`config.mk`:
```
export PLATFORM = sky130hd
export DESIGN_NAME = wdg_timer
export DESIGN_NICKNAME = d
export VERILOG_FILES = /design/src/rtl/wdg_pkg.sv /design/src/rtl/wdg_tick.sv /design/src/rtl/wdg_counter.sv /design/src/rtl/wdg_regs.sv /design/src/rtl/wdg_timer.sv
export SDC_FILE = /design/constraint.sdc
export NUM_CORES = 1
export LEC_CHECK = 0
export ABC_AREA = 1
export BUFFER_PORTS_ARGS = -buffer_cell sky130_fd_sc_hd__buf_4
export CORE_ASPECT_RATIO = 0.6
export CORE_MARGIN = 10
export CORE_UTILIZATION = 25
export DETAILED_ROUTE_END_ITERATION = 8
export SETUP_SLACK_MARGIN = 0.3
export SYNTH_ARGS = -nofsm -noshare
export SYNTH_HDL_FRONTEND = slang
export SYNTH_SLANG_ARGS = --single-unit
```
`constraint.sdc`:
```
create_clock -name clk -period 4.7 [get_ports clk]
set_clock_uncertainty 0.1 [all_clocks]
set_input_delay 0.235 -clock clk [delete_from_list [all_inputs] [get_ports clk]]
set_output_delay 0.235 -clock clk [all_outputs]
set_load 0.005 [all_outputs]
```
`src/rtl/wdg_pkg.sv`:
```
package wdg_pkg;

    localparam int          DATA_W      = 32;
    localparam logic [31:0] RESTART_KEY = 32'h0000_4755;

    localparam logic [31:0] OFF_COUNT   = 32'h00;
    localparam logic [31:0] OFF_RELOAD  = 32'h04;
    localparam logic [31:0] OFF_RESTART = 32'h08;
    localparam logic [31:0] OFF_CTRL    = 32'h0C;
    localparam logic [31:0] OFF_STATUS  = 32'h10;

    typedef enum logic [1:0] {
        SCOPE_SOC  = 2'b00,
        SCOPE_CHIP = 2'b01,
        SCOPE_CPU  = 2'b10,
        SCOPE_RSVD = 2'b11
    } scope_e;

    // Packed MSB first: bit 7 boot, 6:5 scope, 4 tick select, 3..0 actions/enable
    typedef struct packed {
        logic   boot_sec;
        scope_e scope;
        logic   tick_us;
        logic   ext_en;
        logic   irq_en;
        logic   rst_en;
        logic   enable;
    } ctrl_t;

    typedef struct packed {
        logic alt_boot_hit;
        logic expired;
    } status_t;

    typedef enum logic [2:0] {
        SEL_COUNT,
        SEL_RELOAD,
        SEL_RESTART,
        SEL_CTRL,
        SEL_STATUS,
        SEL_NONE
    } reg_sel_e;

    function automatic reg_sel_e decode_offset(input logic [31:0] off);
        case (off)
            OFF_COUNT:   return SEL_COUNT;
            OFF_RELOAD:  return SEL_RELOAD;
            OFF_RESTART: return SEL_RESTART;
            OFF_CTRL:    return SEL_CTRL;
            OFF_STATUS:  return SEL_STATUS;
            default:     return SEL_NONE;
        endcase
    endfunction

endpackage

```
`src/rtl/wdg_tick.sv`:
```
module wdg_tick #(
    parameter int TICKS_PER_US = 100
) (
    input  logic clk,
    input  logic rst,
    input  logic sel_us,
    output logic tick
);
    localparam int PW = (TICKS_PER_US > 1) ? $clog2(TICKS_PER_US) : 1;

    logic us_pulse;

    generate
        if (TICKS_PER_US > 1) begin : g_div
            logic [PW-1:0] div_q;
            always_ff @(posedge clk) begin
                if (rst) begin
                    div_q <= '0;
                end else if (div_q == PW'(TICKS_PER_US - 1)) begin
                    div_q <= '0;
                end else begin
                    div_q <= div_q + 1'b1;
                end
            end
            assign us_pulse = (div_q == PW'(TICKS_PER_US - 1));

            // the divided enable is never high on two clocks in a row
            a_r5_us_pulse_single: assert property (@(posedge clk) disable iff (rst)
                us_pulse |=> !us_pulse);
        end else begin : g_nodiv
            assign us_pulse = 1'b1;
        end
    endgenerate

    assign tick = sel_us ? us_pulse : 1'b1;

endmodule

```
`src/rtl/wdg_counter.sv`:
```
module wdg_counter #(
    parameter int CNT_W = 32
) (
    input  logic             clk,
    input  logic             rst,
    input  logic             enable,
    input  logic             tick,
    input  logic             load,
    input  logic [CNT_W-1:0] load_val,
    output logic [CNT_W-1:0] count,
    output logic             expire,
    output logic             strobe
);
    localparam logic [CNT_W-1:0] ONE = CNT_W'(1);

    logic step;
    assign step   = enable && tick && !load && (count != '0);
    assign expire = step && (count == ONE);

    always_ff @(posedge clk) begin
        if (rst) begin
            count  <= '0;
            strobe <= 1'b0;
        end else begin
            strobe <= expire;
            if (load) begin
                count <= load_val;
            end else if (step) begin
                count <= count - ONE;
            end
        end
    end

    // a key write loads the reload value, overriding any decrement
    a_r10_load_wins: assert property (@(posedge clk) disable iff (rst)
        load |=> count == $past(load_val));
    // disabled counter holds
    a_r4_hold_when_off: assert property (@(posedge clk) disable iff (rst)
        (!enable && !load) |=> $stable(count));
    // zero is sticky until a restart
    a_r6_stay_zero: assert property (@(posedge clk) disable iff (rst)
        (count == '0 && !load) |=> count == '0);
    // strobe lasts one cycle and coincides with a zero count
    a_r6_strobe_single: assert property (@(posedge clk) disable iff (rst)
        strobe |=> !strobe);
    a_r6_strobe_at_zero: assert property (@(posedge clk) disable iff (rst)
        strobe |-> count == '0);

endmodule

```
`src/rtl/wdg_regs.sv`:
```
module wdg_regs
    import wdg_pkg::*;
#(
    parameter int ADDR_W = 5,
    parameter int CNT_W  = 32
) (
    input  logic              clk,
    input  logic              rst,
    input  logic              bus_wr,
    input  logic [ADDR_W-1:0] bus_addr,
    input  logic [DATA_W-1:0] bus_wdata,
    output logic [DATA_W-1:0] bus_rdata,
    input  logic [CNT_W-1:0]  count,
    input  logic              expire,
    output ctrl_t             ctrl,
    output logic [CNT_W-1:0]  reload,
    output logic              load,
    output status_t           status
);
    reg_sel_e sel;
    status_t  clr_mask;
    status_t  set_mask;

    assign sel  = decode_offset(32'(bus_addr));
    assign load = bus_wr && (sel == SEL_RESTART) && (bus_wdata == RESTART_KEY);

    assign clr_mask = (bus_wr && sel == SEL_STATUS) ? status_t'(bus_wdata[1:0]) : '0;
    assign set_mask = '{alt_boot_hit: expire && ctrl.boot_sec, expired: expire};

    always_ff @(posedge clk) begin
        if (rst) begin
            ctrl   <= '0;
            reload <= '0;
            status <= '0;
        end else begin
            if (bus_wr && sel == SEL_CTRL) begin
                ctrl <= ctrl_t'(bus_wdata[7:0]);
            end
            if (bus_wr && sel == SEL_RELOAD) begin
                reload <= bus_wdata[CNT_W-1:0];
            end
            status <= (status & ~clr_mask) | set_mask;
        end
    end

    always_comb begin
        case (sel)
            SEL_COUNT:  bus_rdata = 32'(count);
            SEL_RELOAD: bus_rdata = 32'(reload);
            SEL_CTRL:   bus_rdata = 32'(ctrl);
            SEL_STATUS: bus_rdata = 32'(status);
            default:    bus_rdata = '0;
        endcase
    end

    // an expiry is always recorded, even against a simultaneous clear
    a_r9_expire_recorded: assert property (@(posedge clk) disable iff (rst)
        expire |=> status.expired);
    // recorded bits persist unless a one is written to them
    a_r9_sticky: assert property (@(posedge clk) disable iff (rst)
        (status.expired && !(bus_wr && sel == SEL_STATUS && bus_wdata[0])) |=> status.expired);

endmodule

```
`src/rtl/wdg_timer.sv`:
```
module wdg_timer
    import wdg_pkg::*;
#(
    parameter int ADDR_W       = 5,
    parameter int CNT_W        = 32,
    parameter int TICKS_PER_US = 100
) (
    input  logic              clk,
    input  logic              rst,
    input  logic              bus_wr,
    input  logic [ADDR_W-1:0] bus_addr,
    input  logic [31:0]       bus_wdata,
    output logic [31:0]       bus_rdata,
    output logic              timeout_strobe,
    output logic              reset_req,
    output logic              irq,
    output logic              ext_req,
    output logic [1:0]        reset_scope,
    output logic              boot_secondary
);
    ctrl_t            ctrl;
    status_t          status;
    logic [CNT_W-1:0] reload;
    logic [CNT_W-1:0] count;
    logic             load;
    logic             tick;
    logic             expire;
    logic             strobe;

    wdg_regs #(.ADDR_W(ADDR_W), .CNT_W(CNT_W)) u_regs (
        .clk       (clk),
        .rst       (rst),
        .bus_wr    (bus_wr),
        .bus_addr  (bus_addr),
        .bus_wdata (bus_wdata),
        .bus_rdata (bus_rdata),
        .count     (count),
        .expire    (expire),
        .ctrl      (ctrl),
        .reload    (reload),
        .load      (load),
        .status    (status)
    );

    wdg_tick #(.TICKS_PER_US(TICKS_PER_US)) u_tick (
        .clk    (clk),
        .rst    (rst),
        .sel_us (ctrl.tick_us),
        .tick   (tick)
    );

    wdg_counter #(.CNT_W(CNT_W)) u_cnt (
        .clk      (clk),
        .rst      (rst),
        .enable   (ctrl.enable),
        .tick     (tick),
        .load     (load),
        .load_val (reload),
        .count    (count),
        .expire   (expire),
        .strobe   (strobe)
    );

    assign timeout_strobe = strobe;
    assign reset_req      = strobe && ctrl.rst_en;
    assign irq            = strobe && ctrl.irq_en;
    assign ext_req        = strobe && ctrl.ext_en;
    assign reset_scope    = ctrl.scope;
    assign boot_secondary = ctrl.boot_sec;

    // the strobe cycle always finds the expiry recorded in status
    a_r9_strobe_status: assert property (@(posedge clk) disable iff (rst)
        strobe |-> status.expired);

endmodule

```
==> summary.md <==
| Metric | Value |
|---|---|
| Register area share after synthesis | `0.315` |
| Die width | `206 um` |
| Via density | `4.81` |
| Port Buffers | `78` |
| Post-route setup TNS | `0 ns` |
| Slew of the pin with the lowest slew margin | `1.19 ns` |
| Yosys top cell area share | `0.315` |
| IR drop worst, VDD | `0.133 mV` |
| Fin. max-slew vios | `0` |
| DRT Pass-1 Iters | `7` |
| Final nets | `980` |
| Inserted Diodes | `0` |
| RSZ-0062 raised after global routing | `no` |
| Area contributors post-synth | `dfxtp_1 (32%), nand2_1 (16%), nor2_1 (12%)` |
| Largest net degree at the start of global routing | `52` |
| Syn_nets | `921` |
| Data arrival time of the critical path | `2.85 ns` |
| Core Region | `20,200 um2` |
| Die height | `132 um` |
| Post-CTS setup buffer count | `0` |
| Seq cells post-synth | `82` |
| Slew headroom | `0.208` |
| Tmin final | `2.75 ns` |
| Final setup fails | `0` |
| DR DRC count | `0` |
| Cell taking the most area after synthesis | `dfxtp_1` |
| GR Overflow Total | `0` |
| Fillers | `2,280` |
| Root Buffer | `clkbuf_16` |
| Ys Warns | `0` |
| Site Rows | `40` |
| Hold WC Path Type | `in2reg` |
| Power per cell area | `239 nW/um2` |
| Hold bufs inserted after CTS | `0` |
| Post-synth ARST share | `0` |
| Worst-path maximum fanout | `17` |
| CTS sink count | `82` |
| Syn Inst Count | `878` |
| GRT Total Usage | `0.145` |
| EDFF count, synth | `0` |
| Total leakage power | `2.96 nW` |
| F_max | `364 MHz` |
| Top-level I/O count | `79` |
| Die area | `27,200 um2` |
| Final Cycle Share | `0.585` |
| # resized after CTS | `0` |
| Hold slack final | `0.0800 ns` |
| Clock slew at reported path FFs | `0.06 ns` |
| Count leader, synth | `nand2_1` |
| CP Launch Type | `register` |
| CP endpoint kind | `register` |
| Area growth from synthesis to layout | `20.7%` |
| Clock buffer depth | `2` |
| Via count | `5,835` |
| Status | `completed` |
| Max Cap Viol | `0` |
| Initial antenna violation count | `0` |
| H-tree Lvls | `3` |
| Vias in the first global route | `5,306` |
| Clk Latency, worst-skew pair | `0.34 ns` |
| Initial Util | `0.258` |
| Crit Path Category | `reg2reg` |
| Most instantiated cells after synthesis | `nand2_1 (217), nor2_1 (160), inv_1 (113)` |
| Cell Area, Synth | `5210 um2` |
| Layout cells sized above 1 | `0.122` |
| Most used flip-flop cell after synthesis | `dfxtp_1` |
| Fin. Hold Viols | `0` |
| First-pass GRT wire length | `31,200 um` |
| CTS Buf Count | `9` |
| Worst path required time | `4.80 ns` |
| Mean routed wirelength per cell | `16.6 um` |
| Initial DRC Count | `687` |
| CTS tree | `built` |
| Post-synthesis cell type count | `32` |
| Drt total wl | `20,100 um` |
| Routability cong. | `0.972` |
| DRT antenna net count | `0` |
| Avg Synthesized Cell Area | `5.93 um2` |
| Post-DP HPWL | `15,400 um` |
-- metal layers --
layer  vias up  global-route usage  wire, um
met3        17              0.0405      1910
li1       2925                   -         -
met1      2631               0.223     10300
met2       262               0.188      7580
met4         0              0.0343       283
met5         -                   0         0
-- worst max-delay path, cell delays in order (launching register included) --
cell and delay (ns):
dfxtp_1 0.32, inv_1 0.16, ha_1 0.33, nand2_1 0.15, nor2_1 0.13, buf_4 0.19
nand2_2 0.10, o21ai_4 0.47, nand2_2 0.41, nand2_1 0.18, a21oi_1 0.07
-- final cells by class --
cell class                      count  area [um2]  share of cell area
Clock inverter                      3        22.5             0.00358
Tap cell                          273         342              0.0543
Multi-Input combinational cell    646        2950               0.470
Timing Repair Buffer               85         638               0.102
Inverter                          113         424              0.0675
Clock buffer                       12         267              0.0424
Sequential cell                    82        1640               0.261
-- path summary, 6_finish.rpt --
| check | from | to | slack (ns) | cells after the start |
|---|---|---|---|---|
| min | bus_wdata[7] | u_regs.ctrl[7] | 0.08 | 3 |
| max reg2reg | u_cnt.count[0] | u_cnt.count[4] | 1.95 | 10 |
| min reg2reg | u_tick.g_div.div_q[0] | u_tick.g_div.div_q[0] | 0.35 | 1 |
| max | u_cnt.count[0] | u_cnt.count[4] | 1.95 | 10 |
-- cells by family (layout without fill, tap and decap cells) --
| logic type | Yosys count | after routing | synth area share |
|---|---|---|---|
| AO/OA/AOI/OAI | 132 | 132 | 0.141 |
| XOR/XNOR | 8 | 8 | 0.0135 |
| adder cells (fa/ha/maj) | 3 | 3 | 0.00721 |
| buffers and inverters | 150 | 213 | 0.118 |
| flip-flops | 82 | 82 | 0.315 |
| AND/OR/NAND/NOR | 503 | 503 | 0.404 |
-- flip-flops by register name, summed over array words and instances (netlist names) --
register,flops
u_cnt.count,32
u_cnt.strobe,1
u_regs.ctrl,8
u_regs.reload,32
u_regs.status,2
u_tick.g_div.div_q,7
-- where the power goes --
part	switching, mW	total, mW	leakage (nW)	internal [mW]
Sequential	0.00435	0.706	0.662	0.701
Combinational	0.0595	0.0961	2.15	0.0366
Clock	0.300	0.701	0.145	0.401
-- metrics by stage --
| stage | total power, mW | worst slack (ns) | utilization | cell area [um2] | cells |
|---|---|---|---|---|---|
| 3_5_place_dp | 0.816 | 1.99 | 0.297 | 6000 | 1199 |
| 2_1_floorplan | 0.764 | 2.87 | - | 5210 | 878 |
| 4_1_cts | 1.51 | 1.98 | 0.311 | 6290 | 1214 |
| 3_3_place_gp | 0.815 | 1.99 | 0.297 | 6000 | 1199 |
| 5_1_grt | 1.54 | 1.67 | 0.311 | 6290 | 1214 |
| 6_report | 1.50 | 1.95 | 0.311 | 6290 | 1214 |
-- cells in the final DEF (no fill, tap or decap), drive strengths merged --
cell type	Yosys	final
a21boi	1	1
a21oi	57	57
a221oi	1	1
and2	2	2
and3	1	1
buf	16	85
clkbuf	21	12
clkinv	0	2
dfxtp	82	82
ha	3	3
inv	113	114
nand2	222	222
nand3	87	87
nand3b	2	2
nand4	12	12
nor2	166	166
nor3	8	8
nor3b	3	3
o2111ai	2	2
o211ai	2	2
o21ai	41	41
o221ai	4	4
o22ai	24	24
xor2	8	8
No activity file was read; power rests on OpenSTA's default activity.
